`src/rtl/tach_pkg.sv`:
```
package tach_pkg;
   localparam int N_CH   = 2;
   localparam int N_PEND = 6;

   localparam logic [4:0] ADR_MODE  = 5'h00;
   localparam logic [4:0] ADR_DIV   = 5'h02;
   localparam logic [4:0] ADR_CLKEN = 5'h04;
   localparam logic [4:0] ADR_PEND  = 5'h06;
   localparam logic [4:0] ADR_PCLR  = 5'h08;
   localparam logic [4:0] ADR_IRQEN = 5'h0A;
   localparam logic [4:0] ADR_CFG   = 5'h0C;
   localparam logic [4:0] ADR_SRC [N_CH] = '{5'h0E, 5'h10};
   localparam logic [4:0] ADR_CNT [N_CH] = '{5'h12, 5'h18};
   localparam logic [4:0] ADR_CAP [N_CH] = '{5'h14, 5'h1A};
   localparam logic [4:0] ADR_CMP [N_CH] = '{5'h16, 5'h1C};

   // MODE register bit positions (per-channel bits are base + channel)
   localparam int MB_GO  = 2;
   localparam int MB_POL = 3;
   localparam int MB_EN  = 5;
   // CLKEN bit per channel
   localparam int CK_BIT [N_CH] = '{0, 3};

   function automatic logic is_byte_reg(input logic [4:0] a);
      case (a)
         ADR_MODE, ADR_DIV, ADR_CLKEN, ADR_PEND, ADR_PCLR,
         ADR_IRQEN, ADR_CFG, ADR_SRC[0], ADR_SRC[1]: return 1'b1;
         default: return 1'b0;
      endcase
   endfunction

   function automatic logic is_half_reg(input logic [4:0] a);
      case (a)
         ADR_CNT[0], ADR_CNT[1], ADR_CAP[0], ADR_CAP[1],
         ADR_CMP[0], ADR_CMP[1]: return 1'b1;
         default: return 1'b0;
      endcase
   endfunction
endpackage

```
`src/rtl/tach_sync.sv`:
```
module tach_sync #(
   parameter int W      = 4,
   parameter int STAGES = 2
) (
   input  logic         clk,
   input  logic         rst_n,
   input  logic [W-1:0] d,
   output logic [W-1:0] q
);
   logic [W-1:0] st [STAGES];

   for (genvar s = 0; s < STAGES; s++) begin : g_stage
      always_ff @(posedge clk) begin
         if (!rst_n)      st[s] <= '0;
         else if (s == 0) st[s] <= d;
         else             st[s] <= st[(s == 0) ? 0 : s-1];
      end
   end

   assign q = st[STAGES-1];
endmodule

```
`src/rtl/tach_prescaler.sv`:
```
module tach_prescaler #(
   parameter int DIV_W = 8
) (
   input  logic             clk,
   input  logic             rst_n,
   input  logic             active,
   input  logic [DIV_W-1:0] div,
   output logic             tick
);
   logic [DIV_W-1:0] pre_q;

   // ">=" keeps the period sane if DIV shrinks mid-count
   assign tick = active && (pre_q >= div);

   always_ff @(posedge clk) begin
      if (!rst_n || !active) pre_q <= '0;
      else if (tick)         pre_q <= '0;
      else                   pre_q <= pre_q + 1'b1;
   end
endmodule

```
`src/rtl/tach_channel.sv`:
```
module tach_channel #(
   parameter int CNT_W = 16
) (
   input  logic             clk,
   input  logic             rst_n,
   input  logic             run,
   input  logic             tick,
   input  logic             pol,
   input  logic             src,
   input  logic [1:0]       tach,
   input  logic [CNT_W-1:0] cmp,
   input  logic [3:0]       cfg,
   input  logic             ld,
   input  logic [CNT_W-1:0] ld_val,
   output logic [CNT_W-1:0] cnt,
   output logic [CNT_W-1:0] cap,
   output logic             ev_cap,
   output logic             ev_unf,
   output logic             ev_cmp,
   output logic             stopped
);
   localparam logic [CNT_W-1:0] CNT_MAX = '1;

   logic cur, prev_q, edge_seen, hit, run_ok;
   logic [CNT_W-1:0] cnt_q, cap_q;
   logic stop_q;

   assign cur       = tach[src];
   assign edge_seen = pol ? (cur & ~prev_q) : (~cur & prev_q);

   // only the highest enabled stop condition is evaluated
   always_comb begin
      if (cfg[3])      hit = (cnt_q == CNT_MAX);
      else if (cfg[2]) hit = (cnt_q == cmp);
      else if (cfg[1]) hit = (cmp != '0) && (cnt_q == cmp - 1'b1);
      else             hit = 1'b0;
   end

   assign run_ok = run & ~stop_q;
   assign ev_cap = run_ok & edge_seen;
   assign ev_cmp = run_ok & ~edge_seen & hit;
   assign ev_unf = run_ok & ~edge_seen & ~hit & tick & (cnt_q == '0);

   always_ff @(posedge clk) begin
      if (!rst_n) prev_q <= 1'b0;
      else        prev_q <= cur;
   end

   always_ff @(posedge clk) begin
      if (!rst_n)      stop_q <= 1'b0;
      else if (ld)     stop_q <= 1'b0;
      else if (ev_cmp) stop_q <= 1'b1;
   end

   // count and capture registers deliberately survive reset
   always_ff @(posedge clk) begin
      if (ld)                         cnt_q <= ld_val;
      else if (ev_cap || ev_unf)      cnt_q <= CNT_MAX;
      else if (ev_cmp)                cnt_q <= cnt_q;
      else if (run_ok && tick)        cnt_q <= cnt_q - 1'b1;
   end

   always_ff @(posedge clk) begin
      if (ev_cap) cap_q <= cnt_q;
   end

   assign cnt     = cnt_q;
   assign cap     = cap_q;
   assign stopped = stop_q;
endmodule

```
`src/rtl/fan_tach_timer.sv`:
```
module fan_tach_timer
   import tach_pkg::*;
#(
   parameter int CNT_W       = 16,
   parameter int DIV_W       = 8,
   parameter int SYNC_STAGES = 2
) (
   input  logic             clk,
   input  logic             rst_n,
   input  logic             bus_sel,
   input  logic             bus_wr,
   input  logic             bus_half,
   input  logic [4:0]       bus_addr,
   input  logic [CNT_W-1:0] bus_wdata,
   output logic [CNT_W-1:0] bus_rdata,
   output logic             bus_err,
   input  logic [1:0]       tach_a,
   input  logic [1:0]       tach_b,
   output logic             irq
);
   localparam int N_PIN = 2 * N_CH;

   if (CNT_W < 8) begin : g_bad_cnt
      $error("CNT_W must be at least 8");
   end
   if (DIV_W < 1 || DIV_W > 8) begin : g_bad_div
      $error("DIV_W must lie in 1..8");
   end
   if (SYNC_STAGES < 2) begin : g_bad_sync
      $error("SYNC_STAGES must be at least 2");
   end

   logic acc_ok, wr_en;
   logic [7:0]        mode_q, clken_q, cfg_q;
   logic [DIV_W-1:0]  div_q;
   logic [N_PEND-1:0] pend_q, irqen_q, clr_m, set_m;
   logic [N_CH-1:0]   src_q;
   logic [CNT_W-1:0]  cmp_q [N_CH];
   logic [CNT_W-1:0]  cnt_v [N_CH];
   logic [CNT_W-1:0]  cap_v [N_CH];
   logic [N_CH-1:0]   run_v, stop_v, ld_v, ev_cap_v, ev_unf_v, ev_cmp_v;
   logic [N_PIN-1:0]  tach_s;
   logic              tick;

   assign acc_ok  = bus_half ? is_half_reg(bus_addr) : is_byte_reg(bus_addr);
   assign bus_err = bus_sel & ~acc_ok;
   assign wr_en   = bus_sel & bus_wr & acc_ok;

   // ---------------- configuration and status registers
   always_ff @(posedge clk) begin
      if (!rst_n) begin
         mode_q  <= '0;
         div_q   <= '0;
         clken_q <= '0;
         irqen_q <= '0;
         cfg_q   <= '0;
         src_q   <= '0;
         pend_q  <= '0;
         for (int c = 0; c < N_CH; c++) cmp_q[c] <= '0;
      end else begin
         if (wr_en) begin
            case (bus_addr)
               ADR_MODE:   mode_q   <= bus_wdata[7:0];
               ADR_DIV:    div_q    <= bus_wdata[DIV_W-1:0];
               ADR_CLKEN:  clken_q  <= bus_wdata[7:0];
               ADR_IRQEN:  irqen_q  <= bus_wdata[N_PEND-1:0];
               ADR_CFG:    cfg_q    <= bus_wdata[7:0];
               ADR_SRC[0]: src_q[0] <= bus_wdata[0];
               ADR_SRC[1]: src_q[1] <= bus_wdata[0];
               ADR_CMP[0]: cmp_q[0] <= bus_wdata;
               ADR_CMP[1]: cmp_q[1] <= bus_wdata;
               default: ;
            endcase
         end
         // a new event wins over a clear aimed at the same bit
         pend_q <= (pend_q & ~clr_m) | set_m;
      end
   end

   assign clr_m = (wr_en && bus_addr == ADR_PCLR) ? bus_wdata[N_PEND-1:0] : '0;
   assign set_m = {ev_cmp_v, ev_unf_v, ev_cap_v};
   assign irq   = |(pend_q & irqen_q);

   // ---------------- read path
   always_comb begin
      bus_rdata = '0;
      if (bus_sel && acc_ok) begin
         case (bus_addr)
            ADR_MODE:   bus_rdata[7:0]        = mode_q;
            ADR_DIV:    bus_rdata[DIV_W-1:0]  = div_q;
            ADR_CLKEN:  bus_rdata[7:0]        = clken_q;
            ADR_PEND:   bus_rdata[N_PEND-1:0] = pend_q;
            ADR_IRQEN:  bus_rdata[N_PEND-1:0] = irqen_q;
            ADR_CFG:    bus_rdata[7:0]        = cfg_q;
            ADR_SRC[0]: bus_rdata[0]          = src_q[0];
            ADR_SRC[1]: bus_rdata[0]          = src_q[1];
            ADR_CNT[0]: bus_rdata             = cnt_v[0];
            ADR_CNT[1]: bus_rdata             = cnt_v[1];
            ADR_CAP[0]: bus_rdata             = cap_v[0];
            ADR_CAP[1]: bus_rdata             = cap_v[1];
            ADR_CMP[0]: bus_rdata             = cmp_q[0];
            ADR_CMP[1]: bus_rdata             = cmp_q[1];
            default:    bus_rdata             = '0;
         endcase
      end
   end

   // ---------------- shared datapath
   tach_sync #(.W(N_PIN), .STAGES(SYNC_STAGES)) u_sync (
      .clk   (clk),
      .rst_n (rst_n),
      .d     ({tach_b, tach_a}),
      .q     (tach_s)
   );

   tach_prescaler #(.DIV_W(DIV_W)) u_pre (
      .clk    (clk),
      .rst_n  (rst_n),
      .active (clken_q[CK_BIT[0]] | clken_q[CK_BIT[1]]),
      .div    (div_q),
      .tick   (tick)
   );

   for (genvar gi = 0; gi < N_CH; gi++) begin : g_ch
      assign run_v[gi] = mode_q[MB_GO] & mode_q[MB_EN+gi] & clken_q[CK_BIT[gi]];
      assign ld_v[gi]  = wr_en && (bus_addr == ADR_CNT[gi]);

      tach_channel #(.CNT_W(CNT_W)) u_ch (
         .clk     (clk),
         .rst_n   (rst_n),
         .run     (run_v[gi]),
         .tick    (tick),
         .pol     (mode_q[MB_POL+gi]),
         .src     (src_q[gi]),
         .tach    (tach_s[2*gi +: 2]),
         .cmp     (cmp_q[gi]),
         .cfg     (cfg_q[4*gi +: 4]),
         .ld      (ld_v[gi]),
         .ld_val  (bus_wdata),
         .cnt     (cnt_v[gi]),
         .cap     (cap_v[gi]),
         .ev_cap  (ev_cap_v[gi]),
         .ev_unf  (ev_unf_v[gi]),
         .ev_cmp  (ev_cmp_v[gi]),
         .stopped (stop_v[gi])
      );
   end
endmodule

```
`config.mk`:
```
export PLATFORM = sky130hd
export DESIGN_NAME = fan_tach_timer
export DESIGN_NICKNAME = d
export VERILOG_FILES = /design/src/rtl/tach_pkg.sv /design/src/rtl/tach_sync.sv /design/src/rtl/tach_prescaler.sv /design/src/rtl/tach_channel.sv /design/src/rtl/fan_tach_timer.sv
export SDC_FILE = /design/constraint.sdc
export NUM_CORES = 1
export LEC_CHECK = 0
export ABC_AREA = 1
export BUFFER_PORTS_ARGS = -buffer_cell sky130_fd_sc_hd__buf_2
export CORE_MARGIN = 5
export CORE_UTILIZATION = 40
export DETAILED_ROUTE_END_ITERATION = 12
export GPL_ROUTABILITY_DRIVEN = 0
export SKIP_LAST_GASP = 1
export SLEW_MARGIN = 20
export SYNTH_ARGS = -nofsm -noshare
export SYNTH_HDL_FRONTEND = slang
export SYNTH_HIERARCHICAL = 1
export SYNTH_SLANG_ARGS = --single-unit
```
`constraint.sdc`:
```
create_clock -name clk -period 3.67 [get_ports clk]
set_clock_uncertainty 0.05 [all_clocks]
set_input_delay 0.1835 -clock clk [delete_from_list [all_inputs] [get_ports clk]]
set_output_delay 0.1835 -clock clk [all_outputs]
set_load 0.05 [all_outputs]
```
==> metrics.txt, run 1 <==
# TYPE chip_impl_metric gauge
chip_impl_metric{name="hpwlAfterDp",unit="mm"} 22.9
chip_impl_metric{name="port_buffers",unit=""} 47
chip_impl_metric{name="grt_pass1_wl",unit="mm"} 48.3
chip_impl_metric{name="ys_types",unit=""} 48
chip_impl_metric{name="cts_max_path_buffers",unit=""} 2
chip_impl_metric{name="timing_worst_slew_pin_value",unit="ns"} 0.838
chip_impl_metric{name="globalRouteOverflowTotal",unit=""} 0
chip_impl_metric{name="critical_path_peak_fanout",unit=""} 18
chip_impl_metric{name="largest_net_degree_at_the_start_of_global_routing",unit=""} 46
chip_impl_metric{name="post-route-drc-count",unit=""} 0
chip_impl_metric{name="power.density_cell_area",unit="nW/um2"} 351
chip_impl_metric{name="layout-drive-gt1-share",unit="%"} 13.8
chip_impl_info{name="synthTopCellsByArea",value="edfxtp_1 28%, nand2_1 13%, dfxtp_1 13%"} 1
chip_impl_metric{name="cts.htree.levels",unit=""} 4
chip_impl_metric{name="worst_r2r_setup_slack",unit="ns"} 0.61
chip_impl_metric{name="rows",unit=""} 58
chip_impl_metric{name="syn-cell-area",unit="um2"} 10200
chip_impl_metric{name="first_global_vias",unit=""} 8531
chip_impl_metric{name="viasPerCell",unit=""} 5.13
chip_impl_info{name="criticalPathCategory",value="flop to flop"} 1
chip_impl_metric{name="insertedDiodeCount",unit=""} 0
chip_impl_metric{name="number_of_cells_on_the_worst_reg_to_reg_path",unit=""} 16
chip_impl_metric{name="final-max-slew-violation-count",unit=""} 0
chip_impl_metric{name="die-height",unit="um"} 170
chip_impl_metric{name="ir_worst_vdd",unit="V"} 0.000241
chip_impl_info{name="clock-root-buffer",value="clkbuf_16"} 1
chip_impl_metric{name="max-slew-margin-rel",unit="%"} 43.9
chip_impl_metric{name="finalHoldViolCount",unit=""} 0
chip_impl_metric{name="initialDrtViolationCount",unit=""} 922
chip_impl_info{name="yosys.area.top_type",value="edfxtp_1"} 1
chip_impl_metric{name="cp.required",unit="ns"} 3.80
chip_impl_metric{name="quantity_of_gates_resized_following_cts",unit=""} 0
chip_impl_metric{name="cts_post_setup_buffers_inserted",unit=""} 0
chip_impl_metric{name="num-fill-cells",unit=""} 2581
chip_impl_metric{name="wl_per_cell",unit="um"} 17.2
chip_impl_metric{name="setup_viol",unit=""} 0
chip_impl_metric{name="worst_setup_hold_path_clk_slew",unit="ns"} 0.07
chip_impl_metric{name="io_pins",unit=""} 48
chip_impl_info{name="cts_tree",value="yes"} 1
chip_impl_metric{name="via_count",unit=""} 9223
chip_impl_metric{name="yosys_warnings",unit=""} 6
chip_impl_metric{name="synth-edff-count",unit=""} 96
chip_impl_info{name="unrepaired_setup_endpoints_after_global_routing",value="no"} 1
chip_impl_metric{name="grt_usage",unit="%"} 21.6
chip_impl_info{name="crit-reg2reg-launch",value="cmp_q[0][0]$_DFFE_PP_"} 1
chip_impl_metric{name="syn-mean-instance-area",unit="um2"} 7.30
chip_impl_metric{name="die_w",unit="um"} 170
chip_impl_metric{name="cellLeakagePower",unit="nW"} 5.18
chip_impl_info{name="rr_endpoint",value="g_ch[0].u_ch/cnt[14]$_DFFE_PP_"} 1
chip_impl_metric{name="drv.max_cap_violation_count",unit=""} 0
chip_impl_metric{name="ys_ff_latch",unit=""} 162
chip_impl_metric{name="grt_antenna_before_repair",unit=""} 0
chip_impl_info{name="result_of_the_run",value="finished, final reports clean"} 1
chip_impl_info{name="synth-main-ff-cell",value="edfxtp_1"} 1
chip_impl_metric{name="tritonroute_pass_1_iters",unit=""} 6
chip_impl_metric{name="postSynthCellCount",unit=""} 1402
chip_impl_info{name="setup.worst_path.start_class",value="flop"} 1
chip_impl_metric{name="area_growth_from_synthesis_to_layout",unit="%"} 12.1
chip_impl_metric{name="core_region_area",unit="um2"} 25200
chip_impl_metric{name="max_freq",unit="MHz"} 326
chip_impl_metric{name="synth_largest_type_area_fraction",unit="%"} 28.2
chip_impl_metric{name="detail-route-antenna-nets",unit=""} 0
chip_impl_metric{name="worst_skew_pair.late_latency",unit="ns"} 0.43
chip_impl_metric{name="route.final.wire_length",unit="mm"} 30.9
chip_impl_info{name="worst_setup_path_startpoint",value="cmp_q[0][0]$_DFFE_PP_"} 1
chip_impl_metric{name="cts-hold-fix-buffers",unit=""} 4
chip_impl_info{name="layout.cells.most_common",value="nand2_1"} 1
chip_impl_metric{name="final.period_utilization",unit="%"} 83.5
chip_impl_metric{name="numClockSinks",unit=""} 162
chip_impl_info{name="endpoint_kind",value="flop"} 1
chip_impl_metric{name="fp.dieArea",unit="um2"} 28900
chip_impl_info{name="worstSetupEndpoint",value="g_ch[0].u_ch/cnt[14]$_DFFE_PP_"} 1
chip_impl_metric{name="start_util",unit="%"} 40.6
chip_impl_metric{name="cts-buffers-inserted",unit=""} 17
chip_impl_metric{name="setup_tns",unit="ns"} 0
chip_impl_metric{name="ys_async_sr_fraction",unit="%"} 0
chip_impl_info{name="worst_hold_path_type",value="input pin to flop"} 1
chip_impl_metric{name="fin_crit",unit="ns"} 3.06
chip_impl_metric{name="worst-endpoint-arrival",unit="ns"} 3.20
chip_impl_metric{name="synth_seq_area_share",unit="%"} 41.1
chip_impl_info{name="most-common-layout-cells",value="363 x nand2_1, 222 x inv_1, 195 x nor2_1"} 1
chip_impl_metric{name="finalHoldWorstSlack",unit="ns"} 0.0923
chip_impl_metric{name="layout.nets",unit=""} 1500
chip_impl_metric{name="syn-num-nets",unit=""} 1447
[cell usage after synthesis, types with 2 or more instances]
| library cell | count |
|---|---|
| a211oi_1 | 2 |
| a21oi_1 | 35 |
| a22o_1 | 3 |
| a22oi_1 | 4 |
| a31oi_1 | 5 |
| a41oi_1 | 2 |
| buf_2 | 14 |
| buf_6 | 2 |
| clkbuf_1 | 17 |
| clkinv_1 | 5 |
| dfxtp_1 | 66 |
| edfxtp_1 | 96 |
| ha_1 | 15 |
| inv_1 | 222 |
| inv_2 | 15 |
| mux2i_1 | 2 |
| nand2_1 | 363 |
| nand2_2 | 8 |
| nand2_4 | 2 |
| nand3_1 | 75 |
| nand3_2 | 22 |
| nand3_4 | 2 |
| nand3b_1 | 2 |
| nand4_1 | 30 |
| nor2_1 | 195 |
| nor2_2 | 9 |
| nor2_4 | 9 |
| nor3_1 | 21 |
| nor3_2 | 4 |
| nor4_2 | 2 |
| o2111ai_1 | 5 |
| o21a_1 | 4 |
| o21ai_0 | 21 |
| o21ai_1 | 2 |
| o21bai_1 | 6 |
| o22ai_1 | 18 |
| o41ai_1 | 2 |
| or2_2 | 32 |
| xnor2_1 | 24 |
| xor2_1 | 31 |
[worst min path at each step]
| stage | from | to | slack [ns] | depth (start not counted) |
|---|---|---|---|---|
| global placement | tach_b[1] | u_sync/st[0][3]$_SDFF_PN0_ | 0.32 | 3 |
| CTS | bus_wdata[5] | irqen_q[5]$_SDFFE_PN0P_ | 0.08 | 3 |
| floorplan | tach_a[0] | u_sync/st[0][0]$_SDFF_PN0_ | 0.23 | 2 |
| detailed placement | tach_a[0] | u_sync/st[0][0]$_SDFF_PN0_ | 0.32 | 3 |
| global route | bus_wdata[14] | cmp_q[0][14]$_DFFE_PP_ | 0.09 | 3 |
| finish | bus_wdata[5] | clken_q[5]$_SDFFE_PN0P_ | 0.09 | 3 |
[per-stage QoR]
stage	worst slack (ns)	cells	utilization [%]	power [mW]	instance area, um2
floorplan	0.934	1402	-	2.17	10200
global placement	0.541	1762	43.1	2.28	10800
detailed placement	0.474	1762	43.1	2.28	10800
CTS	0.587	1797	45.5	4.05	11500
global route	0.374	1797	45.5	4.17	11500
finish	0.605	1797	45.5	4.03	11500
[kinds of logic after synthesis]
family                     count (synthesis)  share of synthesized area, %
and+or+nand+nor                          779                          34.8
buffers and inverters                    276                          10.5
DFF                                      162                          41.1
AOI/OAI and AO/OA                        113                          6.87
xor gates and xnor gates                  55                          4.71
adders and majority gates                 15                          1.83
muxes                                      2                         0.196
[per-layer routing]
metal | global-route usage (%) | vias to the layer above | wire, um
li1 | - | 4562 | -
met1 | 30.7 | 4238 | 14100
met2 | 34.6 | 376 | 14000
met3 | 3.16 | 47 | 2200
met4 | 5.73 | 0 | 617
met5 | 0 | - | 0
[sequential cells by signal (all words and copies together) (netlist names)]
| signal | cells |
|---|---|
| cfg_q | 8 |
| clken_q | 8 |
| cmp_q | 32 |
| div_q | 8 |
| g_ch.u_ch/cap | 32 |
| g_ch.u_ch/cnt | 32 |
| g_ch.u_ch/prev_q | 2 |
| g_ch.u_ch/stopped | 2 |
| irqen_q | 6 |
| mode_q | 8 |
| pend_q | 6 |
| src_q | 2 |
| u_pre/pre_q | 8 |
| u_sync/st | 8 |
[area by class of cell]
type,instances,area [um2],share of cell area (%)
multi-input combinational,964,4960,43.2
tap,330,413,3.60
clock buffer,19,464,4.05
clock inverter,12,118,1.03
sequential,162,4200,36.7
inverter,242,908,7.92
timing repair buffer,68,403,3.51
[worst max-delay path: stages, from the launching register on]
cell      delay [ns]
edfxtp_1        0.47
inv_2           0.14
ha_1            0.23
nand3_2         0.15
nor2_4          0.19
nand2_2         0.08
nand2_1         0.06
nand2_1         0.04
nor2_1          0.10
nand2_1         0.06
nor2_1          0.10
nand2_1         0.07
nand2_1         0.08
nand2_2         0.10
nand2_4         0.23
nand3_1         0.36
buf_4           0.31
[power breakdown]
| group | total [mW] | switching [mW] | internal (mW) |
|---|---|---|---|
| Sequential | 1.97 | 0.0354 | 1.94 |
| Clock | 1.78 | 0.780 | 1.00 |
| Combinational | 0.276 | 0.199 | 0.0770 |
| Total | 4.03 | 1.01 | 3.02 |
(Power assumes the default switching activity.)
==> inputs of run 2 (changes only) <==
- clock period: 3.67 -> 2.7 ns (I/O delays scaled with it)
==> run 2 against run 1 <==
Effect of this change:
- wire length up 0.27%
- final area up 4.5%
- clock power up 44%
- register-to-register slack worse by 0.49 ns
- clock-buffer cell count unchanged
- critical path type unchanged
- largest power group unchanged
==> metrics.txt, run 2 (synthesis results as in run 1) <==
# TYPE chip_impl_metric gauge
chip_impl_info{name="result_of_the_run",value="finished, final reports clean"} 1
chip_impl_metric{name="layout-drive-gt1-share",unit="%"} 17.5
chip_impl_info{name="endpoint_kind",value="flop"} 1
chip_impl_metric{name="globalRouteMet2Util",unit="%"} 34.5
chip_impl_metric{name="cts-buffers-inserted",unit=""} 17
chip_impl_metric{name="p_seq_share",unit="%"} 47.5
chip_impl_metric{name="numClockSinks",unit=""} 162
chip_impl_info{name="unrepaired_setup_endpoints_after_global_routing",value="yes"} 1
chip_impl_info{name="busiest_layer",value="met2"} 1
chip_impl_metric{name="first_global_vias",unit=""} 8634
chip_impl_metric{name="power.switching",unit="mW"} 1.45
chip_impl_metric{name="via_count",unit=""} 9315
chip_impl_metric{name="setup_tns",unit="ns"} 0
chip_impl_metric{name="rows",unit=""} 58
chip_impl_metric{name="viasPerCell",unit=""} 5.05
chip_impl_metric{name="start_util",unit="%"} 40.6
chip_impl_metric{name="number_of_cells_on_the_worst_reg_to_reg_path",unit=""} 18
chip_impl_metric{name="worst-endpoint-arrival",unit="ns"} 2.73
chip_impl_metric{name="fin_crit",unit="ns"} 2.58
chip_impl_metric{name="initialDrtViolationCount",unit=""} 821
chip_impl_metric{name="whs_path_depth",unit=""} 3
chip_impl_info{name="worst_hold_path_type",value="input pin to flop"} 1
chip_impl_metric{name="grt_usage",unit="%"} 21.5
chip_impl_metric{name="final-max-slew-violation-count",unit=""} 0
chip_impl_metric{name="globalRouteMet3Util",unit="%"} 2.93
chip_impl_metric{name="post-route-cell-area",unit="um2"} 12000
chip_impl_metric{name="finalHoldViolCount",unit=""} 0
chip_impl_metric{name="io_pins",unit=""} 48
chip_impl_metric{name="switching_share",unit="%"} 25.7
chip_impl_metric{name="die_w",unit="um"} 170
chip_impl_metric{name="design_power_total",unit="mW"} 5.63
chip_impl_metric{name="detail-route-antenna-nets",unit=""} 0
chip_impl_metric{name="die-height",unit="um"} 170
chip_impl_metric{name="timing_worst_slew_pin_value",unit="ns"} 0.641
chip_impl_metric{name="power.density_cell_area",unit="nW/um2"} 470
chip_impl_metric{name="critical_path_peak_fanout",unit=""} 8
chip_impl_metric{name="wl_per_cell",unit="um"} 16.8
chip_impl_metric{name="max_freq",unit="MHz"} 387
chip_impl_metric{name="drv.max_cap_violation_count",unit=""} 0
chip_impl_info{name="most-common-layout-cells",value="361 x nand2_1, 220 x inv_1, 191 x nor2_1"} 1
chip_impl_metric{name="route.final.wire_length",unit="mm"} 31.0
chip_impl_metric{name="cts_max_path_buffers",unit=""} 2
chip_impl_metric{name="hpwlAfterDp",unit="mm"} 23.3
chip_impl_metric{name="port_buffers",unit=""} 47
chip_impl_metric{name="worst_setup_hold_path_clk_slew",unit="ns"} 0.07
chip_impl_metric{name="ir_worst_vdd",unit="V"} 0.000350
chip_impl_metric{name="globalRouteMet1Util",unit="%"} 30.3
chip_impl_info{name="cts_tree",value="yes"} 1
chip_impl_metric{name="clock_power_share",unit="%"} 45.4
chip_impl_metric{name="setup_viol",unit=""} 0
chip_impl_metric{name="area_growth_from_synthesis_to_layout",unit="%"} 17.1
chip_impl_metric{name="detailed_place.area",unit="um2"} 11100
chip_impl_metric{name="placedCellCount",unit=""} 1796
chip_impl_metric{name="cp.required",unit="ns"} 2.84
chip_impl_metric{name="largest_net_degree_at_the_start_of_global_routing",unit=""} 46
chip_impl_metric{name="fp.dieArea",unit="um2"} 28900
chip_impl_metric{name="finalHoldWorstSlack",unit="ns"} 0.0581
chip_impl_metric{name="non_filler_instances",unit=""} 1845
chip_impl_metric{name="globalRouteOverflowTotal",unit=""} 0
chip_impl_metric{name="finish.utilization",unit="%"} 47.6
chip_impl_info{name="clock-root-buffer",value="clkbuf_16"} 1
chip_impl_info{name="layout.cells.most_common",value="nand2_1"} 1
chip_impl_info{name="criticalPathCategory",value="flop to flop"} 1
chip_impl_metric{name="final.period_utilization",unit="%"} 95.7
chip_impl_metric{name="cellLeakagePower",unit="nW"} 5.47
chip_impl_metric{name="grt_pass1_wl",unit="mm"} 48.2
chip_impl_metric{name="post-route-drc-count",unit=""} 0
chip_impl_metric{name="worst_skew_pair.late_latency",unit="ns"} 0.44
chip_impl_metric{name="post-route-worst-setup-slack",unit="ns"} 0.115
chip_impl_metric{name="cts.htree.levels",unit=""} 4
chip_impl_metric{name="combinationalPowerShare",unit="%"} 7.1
chip_impl_metric{name="power_report.internal_total",unit="mW"} 4.18
chip_impl_metric{name="tritonroute_pass_1_iters",unit=""} 5
chip_impl_metric{name="preCtsSetupSlack",unit="ns"} 0.0487
chip_impl_metric{name="insertedDiodeCount",unit=""} 0
chip_impl_metric{name="max-slew-margin-rel",unit="%"} 57.2
chip_impl_metric{name="grt_antenna_before_repair",unit=""} 0
chip_impl_info{name="setup.worst_path.start_class",value="flop"} 1
chip_impl_metric{name="core_region_area",unit="um2"} 25200
chip_impl_metric{name="layout.nets",unit=""} 1547
run 2: changes by cell type in the layout (fill, tap and decap cells not counted), sizes merged:
| cell | change |
|---|---|
| buf | +46 |
| bufinv | +1 |
| clkbuf | +1 |
| clkinv | -1 |
| clkinvlp | -1 |
| inv | +2 |
run 2: final timing paths:
| path | slack (ns) | from | to |
|---|---|---|---|
| hold reg to reg | 0.36 | u_sync/st[0][2]$_SDFF_PN0_ | u_sync/st[1][2]$_SDFF_PN0_ |
| setup / recovery | 0.12 | cmp_q[0][1]$_DFFE_PP_ | g_ch[0].u_ch/cnt[10]$_DFFE_PP_ |
| setup reg to reg | 0.12 | cmp_q[0][1]$_DFFE_PP_ | g_ch[0].u_ch/cnt[10]$_DFFE_PP_ |
| hold / removal | 0.06 | bus_wdata[14] | cmp_q[0][14]$_DFFE_PP_ |
run 2: cell type report:
cell class / instances / area (um2)
inverters: 242 / 908
well taps: 330 / 413
repair buffers: 115 / 831
multi-input cells: 964 / 5010
flip-flops and latches: 162 / 4210
clock buffers: 19 / 464
clock inverters: 13 / 149
fillers: 2512 / 13200
run 2: timing repair:
action                                  in CTS  in global routing
buffers inserted                             0                 12
hold buffers                                 4                  0
resized for setup                            0                 24
endpoints found under the setup margin       0                 60
endpoints found under the hold margin        4                  0
run 2: worst max-delay path: stages, from the launching register on:
cell       delay, ns
edfxtp_1        0.47
inv_2           0.14
ha_4            0.17
nand3_4         0.10
nor2_4          0.21
nand2_2         0.09
nand2_1         0.07
nand2_1         0.05
nor2_1          0.09
nand2_1         0.06
nor2_2          0.10
nand2_1         0.07
nand2_1         0.07
nand2_2         0.09
nand2_4         0.20
clkbuf_16       0.17
nand3_2         0.05
nand2_1         0.06
inv_1           0.03
run 2: per-layer routing:
metal	up-vias	wire length, um
met2	362	14200
met3	46	1900
li1	4654	-
met5	-	0
met4	0	722
met1	4253	14200
run 2: power groups by stage:
stage               clock (mW)  sequential, mW  combinational, mW
finish                    2.56            2.68              0.398
detailed placement           0            2.73              0.374
floorplan                    0            2.72              0.229
global route              2.70            2.68              0.435
global placement             0            2.73              0.371
CTS                       2.58            2.68              0.379
